--- src/rtl/st_pkg.sv ---
package st_pkg;

  typedef enum logic [1:0] {
    EVK_DIRECT = 2'd0,
    EVK_BCAST  = 2'd1,
    EVK_WRITE  = 2'd2,
    EVK_NOP    = 2'd3
  } ev_kind_e;

  typedef enum logic [1:0] {
    LSEL_MON  = 2'd0,
    LSEL_BC   = 2'd1,
    LSEL_REC  = 2'd2,
    LSEL_NONE = 2'd3
  } latch_sel_e;

  // Flat cell index used across the array.
  function automatic int unsigned cell_of(int unsigned row, int unsigned col,
                                          int unsigned cols);
    return row * cols + col;
  endfunction

endpackage

--- src/rtl/st_handshake.sv ---
module st_handshake #(
  parameter int ROW_W = 2,
  parameter int COL_W = 2,
  localparam int EV_W = 2 + COL_W + ROW_W + 3
) (
  input  logic                  clk,
  input  logic                  rst_n,
  input  logic                  ev_req,
  input  logic [EV_W-1:0]       ev_data,
  output logic                  ev_ack,
  output logic                  accept,
  output st_pkg::ev_kind_e      kind,
  output logic [ROW_W-1:0]      row,
  output logic [COL_W-1:0]      col,
  output st_pkg::latch_sel_e    sel,
  output logic                  val
);
  logic busy;

  assign accept = ev_req && !busy;
  assign ev_ack = busy;

  always_ff @(posedge clk) begin
    if (!rst_n)                busy <= 1'b0;
    else if (accept)           busy <= 1'b1;
    else if (busy && !ev_req)  busy <= 1'b0;
  end

  // Field decode of the event word.
  assign kind = st_pkg::ev_kind_e'(ev_data[1:0]);
  assign col  = ev_data[2 +: COL_W];
  assign row  = ev_data[2 + COL_W +: ROW_W];
  assign sel  = st_pkg::latch_sel_e'(ev_data[2 + COL_W + ROW_W +: 2]);
  assign val  = ev_data[EV_W-1];


  ack_needs_req_chk: assert property (@(posedge clk) disable iff (!rst_n)
    $rose(ev_ack) |-> $past(ev_req));

  ack_holds_chk: assert property (@(posedge clk) disable iff (!rst_n)
    ev_ack && ev_req |=> ev_ack);

  ack_drop_chk: assert property (@(posedge clk) disable iff (!rst_n)
    ev_ack && !ev_req |=> !ev_ack);

endmodule

--- src/rtl/st_config.sv ---
module st_config #(
  parameter int ROWS = 4,
  parameter int COLS = 4,
  localparam int ROW_W = (ROWS > 1) ? $clog2(ROWS) : 1,
  localparam int COL_W = (COLS > 1) ? $clog2(COLS) : 1,
  localparam int CELLS = ROWS * COLS
) (
  input  logic                clk,
  input  logic                rst_n,
  input  logic                wr_en,
  input  logic [ROW_W-1:0]    row,
  input  logic [COL_W-1:0]    col,
  input  st_pkg::latch_sel_e  sel,
  input  logic                val,
  output logic [CELLS-1:0]    mon_en,
  output logic [CELLS-1:0]    bc_en,
  output logic [CELLS-1:0]    rec_en
);
  import st_pkg::*;

  logic mon_claim;   // a write that makes one cell the only monitored cell
  assign mon_claim = wr_en && (sel == LSEL_MON) && val;

  for (genvar r = 0; r < ROWS; r++) begin : g_row
    for (genvar c = 0; c < COLS; c++) begin : g_col
      localparam int IDX = r * COLS + c;
      logic hit;
      assign hit = wr_en && (row == ROW_W'(r)) && (col == COL_W'(c));

      always_ff @(posedge clk) begin
        if (!rst_n) begin
          bc_en[IDX]  <= 1'b0;
          rec_en[IDX] <= 1'b0;
          mon_en[IDX] <= 1'b0;
        end else begin
          if (hit && sel == LSEL_BC)  bc_en[IDX]  <= val;
          if (hit && sel == LSEL_REC) rec_en[IDX] <= val;
          if (mon_claim)                    mon_en[IDX] <= hit;
          else if (hit && sel == LSEL_MON)  mon_en[IDX] <= 1'b0;
        end
      end
    end
  end


  mon_onehot_chk: assert property (@(posedge clk) disable iff (!rst_n)
    $onehot0(mon_en));

  cfg_stable_chk: assert property (@(posedge clk) disable iff (!rst_n)
    !wr_en |=> $stable(bc_en) && $stable(rec_en) && $stable(mon_en));

endmodule

--- src/rtl/st_stretch.sv ---
module st_stretch #(
  parameter int LEN_W = 6
) (
  input  logic             clk,
  input  logic             rst_n,
  input  logic             trig,
  input  logic [LEN_W-1:0] len,
  output logic             active
);
  logic [LEN_W-1:0] cnt;

  // A zero length still gives a single-cycle pulse.
  function automatic logic [LEN_W-1:0] load_of(input logic [LEN_W-1:0] l);
    return (l == '0) ? LEN_W'(1) : l;
  endfunction

  always_ff @(posedge clk) begin
    if (!rst_n)          cnt <= '0;
    else if (trig)       cnt <= load_of(len);
    else if (cnt != '0)  cnt <= cnt - LEN_W'(1);
  end

  assign active = (cnt != '0);


  trig_starts_chk: assert property (@(posedge clk) disable iff (!rst_n)
    trig |=> active);

  no_self_start_chk: assert property (@(posedge clk) disable iff (!rst_n)
    !trig && !active |=> !active);

endmodule

--- src/rtl/synapse_trigger.sv ---
module synapse_trigger #(
  parameter int ROWS  = 4,
  parameter int COLS  = 4,
  parameter int LEN_W = 6,
  localparam int ROW_W = (ROWS > 1) ? $clog2(ROWS) : 1,
  localparam int COL_W = (COLS > 1) ? $clog2(COLS) : 1,
  localparam int EV_W  = 2 + COL_W + ROW_W + 3,
  localparam int CELLS = ROWS * COLS
) (
  input  logic              clk,
  input  logic              rst_n,
  input  logic              ev_req,
  input  logic [EV_W-1:0]   ev_data,
  output logic              ev_ack,
  input  logic [COLS-1:0]   rec_spike,
  input  logic [LEN_W-1:0]  stretch_len,
  input  logic [CELLS-1:0]  w_state,
  output logic [CELLS-1:0]  stim_pulse,
  output logic              mon_active,
  output logic              mon_out
);
  import st_pkg::*;

  logic              accept;
  ev_kind_e          kind;
  logic [ROW_W-1:0]  row;
  logic [COL_W-1:0]  col;
  latch_sel_e        sel;
  logic              val;

  st_handshake #(.ROW_W(ROW_W), .COL_W(COL_W)) u_hs (
    .clk(clk), .rst_n(rst_n), .ev_req(ev_req), .ev_data(ev_data),
    .ev_ack(ev_ack), .accept(accept), .kind(kind), .row(row), .col(col),
    .sel(sel), .val(val)
  );

  // Named event strobes, one cycle each.
  logic is_direct, is_bcast, wr_en;
  assign is_direct = accept && (kind == EVK_DIRECT);
  assign is_bcast  = accept && (kind == EVK_BCAST);
  assign wr_en     = accept && (kind == EVK_WRITE);

  logic [CELLS-1:0] mon_en, bc_en, rec_en;

  st_config #(.ROWS(ROWS), .COLS(COLS)) u_cfg (
    .clk(clk), .rst_n(rst_n), .wr_en(wr_en), .row(row), .col(col),
    .sel(sel), .val(val), .mon_en(mon_en), .bc_en(bc_en), .rec_en(rec_en)
  );

  logic [CELLS-1:0] direct_hit, bcast_hit, rec_hit, trig;

  for (genvar r = 0; r < ROWS; r++) begin : g_row
    for (genvar c = 0; c < COLS; c++) begin : g_col
      localparam int IDX = r * COLS + c;

      assign direct_hit[IDX] = is_direct && (row == ROW_W'(r)) && (col == COL_W'(c));
      assign bcast_hit[IDX]  = is_bcast && (col == COL_W'(c)) && bc_en[IDX];
      assign rec_hit[IDX]    = rec_spike[c] && rec_en[IDX];
      assign trig[IDX]       = direct_hit[IDX] | bcast_hit[IDX] | rec_hit[IDX];

      st_stretch #(.LEN_W(LEN_W)) u_str (
        .clk(clk), .rst_n(rst_n), .trig(trig[IDX]), .len(stretch_len),
        .active(stim_pulse[IDX])
      );


      direct_fire_chk: assert property (@(posedge clk) disable iff (!rst_n)
        direct_hit[IDX] |=> stim_pulse[IDX]);

      rec_fire_chk: assert property (@(posedge clk) disable iff (!rst_n)
        rec_hit[IDX] |=> stim_pulse[IDX]);
    end
  end

  assign mon_active = |mon_en;
  assign mon_out    = |(mon_en & w_state);


  reset_quiet_chk: assert property (@(posedge clk)
    !rst_n |=> !ev_ack && (stim_pulse == '0) && !mon_active);

endmodule

--- config.mk ---
export PLATFORM = sky130hd
export DESIGN_NAME = synapse_trigger
export DESIGN_NICKNAME = d
export VERILOG_FILES = /design/src/rtl/st_pkg.sv /design/src/rtl/st_handshake.sv /design/src/rtl/st_config.sv /design/src/rtl/st_stretch.sv /design/src/rtl/synapse_trigger.sv
export SDC_FILE = /design/constraint.sdc
export NUM_CORES = 1
export LEC_CHECK = 0
export CAP_MARGIN = 25
export CELL_PAD_IN_SITES_DETAIL_PLACEMENT = 1
export CELL_PAD_IN_SITES_GLOBAL_PLACEMENT = 1
export CORE_ASPECT_RATIO = 1.2
export CORE_MARGIN = 3
export CORE_UTILIZATION = 41
export CTS_CLUSTER_DIAMETER = 60
export DETAILED_ROUTE_END_ITERATION = 16
export GPL_TIMING_DRIVEN = 0
export PLACE_DENSITY = 0.74
export SLEW_MARGIN = 25
export SYNTH_ARGS = -nofsm -noshare
export SYNTH_HDL_FRONTEND = slang
export SYNTH_SLANG_ARGS = --single-unit
--- constraint.sdc ---
create_clock -name clk -period 2.5 [get_ports clk]
set_input_delay 0.375 -clock clk [delete_from_list [all_inputs] [get_ports clk]]
set_output_delay 0.375 -clock clk [all_outputs]
set_load 0.005 [all_outputs]
==> results.json <==
{
  "nNetsFinal": 1177,
  "cp_max_fo": 3,
  "cts_hold_buf": 0,
  "clock_sinks": 145,
  "power.density_nw_per_um2": 1150,
  "grt_remaining_overflow": 0,
  "hold_end": "u_cfg.rec_en[6]",
  "cts.reportedPaths.clkPinSlew_ns": 0.07,
  "grtUsageTotal": 0.241,
  "dr_wl_met3_um": 809,
  "slew_headroom": 0.423,
  "portBuffers": 54,
  "worst_slew_pin_slew_ns": 0.865,
  "m1WireLength_um": 12300,
  "coreArea_um2": 20600,
  "syn_avg_cell_area_um2": 8.75,
  "cp_slowest_stage_delay_ns": 0.46,
  "synth_edf_count": 0,
  "synthCells": 1000,
  "num_rows": 57,
  "drt_iter0_drc": 417,
  "worstHoldPathCells": 2,
  "drive_above_1_share": 0.212,
  "power_uw": 12300,
  "r2r_cells": 8,
  "maxCapViolCount": 0,
  "area_growth_pct": 22.3,
  "drc": 0,
  "htree_levels": 4,
  "vias": 7867,
  "fin_worst_skew_ns": 0.00650,
  "cts_root_buf": "clkbuf_16",
  "numPlacedInstances": 1319,
  "hpwl_um": 20300,
  "setup_viol": 0,
  "cp-end-kind": "output pin",
  "grt_first_pass_wirelength_um": 44800,
  "regToRegEndpoint": "u_cfg.mon_en[14]",
  "grt_pass1_vias": 8197,
  "post-place-ws_ns": -0.364,
  "gp_congestion": 0.827,
  "synth-async-reset-ratio": 0,
  "wl_met2_um": 14500,
  "diodes": 0,
  "cts_tree": "built",
  "hold_viol_final": 0,
  "syn_nets": 1071,
  "clockBufferDepth": 2,
  "p_sw_uw": 4450,
  "hold_start": "u_cfg.rec_en[6]",
  "drtPass1Iterations": 5,
  "yosys_warnings": 0,
  "ys.flop_type": "dfxtp_1",
  "die_x_um": 139,
  "critical_path_class": "reg2out",
  "path_cells": "inv_2, ha_2, or4b_4, or2_4, buf_4, dlygate4sd2_1",
  "synth_area_um2": 8750,
  "p_leak_uw": 0.00450,
  "grt_max_degree": 17,
  "synth_seq_cells": 145,
  "synthTopCellsByArea": "dfxtp_1 (33%), mux2i_1 (8.2%), nand2_1 (5.4%), ha_1 (4.7%), xor2_1 (3.3%)",
  "p_seq_frac": 0.296,
  "holdWs_ns": 0.462,
  "start_util": 0.425,
  "cp.arrival_ns": 2.07,
  "topRoutingLayerUsed": "met4",
  "clock_power_share": 0.228,
  "required_ns": 2.12,
  "ys_seq_area_frac": 0.332,
  "antenna_found_initial": 0,
  "slowest_stage": "or4b_4",
  "slew_viol_final": 0,
  "avgViaCountPerCell": 5.68,
  "clock_latency_ns": 0.43,
  "synth_top_area_frac": 0.332,
  "rr_startpoint": "u_hs.ev_ack",
  "swShare": 0.362,
  "die_h_um": 166,
  "timing.fmax_mhz": 409,
  "outcome": "finished clean",
  "stdcell_count": 1384,
  "fin_ws_ns": 0.0569,
  "fin_crit_sh": 0.977,
  "die-area_um2": 23100,
  "cts_buffers": 17,
  "pwr-share-comb": 0.476,
  "pin_count": 57,
  "ys_types": 75,
  "ir_drop_mv": 0.467,
  "antenna_left": 0,
  "fillCellCount": 2403,
  "post-route-util": 0.519,
  "min_path_type": "reg2reg",
  "wl_um": 28200,
  "final_cell_mix": "nand2_1 (126), dfxtp_1 (126), mux2i_1 (72)",
  "fin_crit_ns": 2.44,
  "reg2reg_slack_ns": 0.18,
  "p_int_uw": 7830,
  "yosysTopAreaCell": "dfxtp_1",
  "startpoint_type": "flop",
  "routedWlPerCell_um": 20.4
}
==> metrics by stage <==
step           cell area, um^2  TNS [ns]
3_5_place_dp              9620    -20.31
6_report                 10700         0
4_1_cts                  10600         0
5_1_grt                  10700  -0.00309
3_3_place_gp              9620    -18.22
2_1_floorplan             8750         0
==> metal layers <==
metal / vias up / global-route usage
met2: 118 / 0.440
li1: 3812 / -
met5: - / 0
met1: 3906 / 0.294
met4: 0 / 0.0677
met3: 31 / 0.0320
==> power by group through the flow <==
| stage | combinational (uW) | sequential (uW) | clock, uW |
|---|---|---|---|
| floorplan | 3690 | 3430 | 0 |
| CTS | 5640 | 3580 | 2810 |
| global route | 6510 | 3730 | 2910 |
| detailed placement | 4980 | 3590 | 0 |
| global placement | 4830 | 3570 | 0 |
| finish | 5840 | 3630 | 2800 |
==> registers in the layout, indices dropped and copies added (netlist names) <==
| register | count |
|---|---|
| u_cfg.rec_en | 16 |
| g_row.g_col.u_str.cnt | 96 |
| u_cfg.mon_en | 16 |
| u_hs.ev_ack | 1 |
| u_cfg.bc_en | 16 |
==> layout make-up <==
| cell class | count | area [um^2] | area share |
|---|---|---|---|
| multi-input combinational | 724 | 5350 | 0.500 |
| sequential | 145 | 2930 | 0.274 |
| timing repair buffer | 96 | 838 | 0.0783 |
| clock buffer | 18 | 429 | 0.0401 |
| buffer | 72 | 429 | 0.0401 |
| tap | 265 | 332 | 0.0310 |
| clock inverter | 14 | 205 | 0.0192 |
| inverter | 50 | 188 | 0.0175 |
==> Yosys cell counts, types with 6 or more instances <==
cell,number
nand2_1,126
nand3_1,33
nor2_1,32
a211oi_1,8
clkbuf_1,33
or3_1,8
a22o_1,7
xor2_1,33
inv_1,50
o211ai_1,10
or2_0,8
mux2i_1,72
buf_1,6
xnor2_1,13
a21oi_1,28
or4b_1,8
a221o_1,15
nor3_2,9
dfxtp_1,145
buf_4,18
ha_1,33
and4b_1,6
o31ai_1,34
nor3b_1,14
a21boi_0,6
buf_2,17
a221oi_1,14
nand2b_1,13
and2_1,9
nor2b_1,6
nor3_1,28
nand4_1,9
or3b_2,6
o21ai_0,36
==> worst max-delay path by stage <==
stage | startpoint | end | depth (start not counted) | slack (ns)
after floorplan | ev_req | g_row[0].g_col[0].u_str.cnt[0] | 5 | 0.60
after global placement | rst_n | g_row[1].g_col[3].u_str.cnt[5] | 6 | -0.36
after detailed placement | rst_n | g_row[1].g_col[1].u_str.cnt[3] | 6 | -0.36
after CTS | g_row[1].g_col[3].u_str.cnt[0] | stim_pulse[7] | 6 | 0.009
after global routing | g_row[0].g_col[2].u_str.cnt[0] | stim_pulse[2] | 6 | -0.003
final | g_row[3].g_col[0].u_str.cnt[1] | stim_pulse[12] | 6 | 0.06
==> kinds of logic after synthesis <==
group	count (synthesis)	share of synthesized area
xor gates and xnor gates	46	0.0460
buffers and inverters	131	0.0735
and+or+nand+nor	363	0.229
adders and majority gates	33	0.0472
DFF	145	0.332
AOI/OAI and AO/OA	201	0.177
muxes	81	0.0948
==> what timing repair did <==
action / 4_1_cts / 5_1_grt
setup buffers: 32 / 10
setup endpoints to repair: 15 / 29
pin swaps: 14 / 8
gates resized for setup: 72 / 34
==> critical path: cells and delay by family, from the launching register on <==
| family | cells | cell delay (ns) |
|---|---|---|
| flops | 1 | 0.34 |
| fa+ha+maj | 1 | 0.16 |
| buf+inv | 3 | 0.44 |
| simple gates | 2 | 0.71 |
No activity file was read; power rests on OpenSTA's default activity.
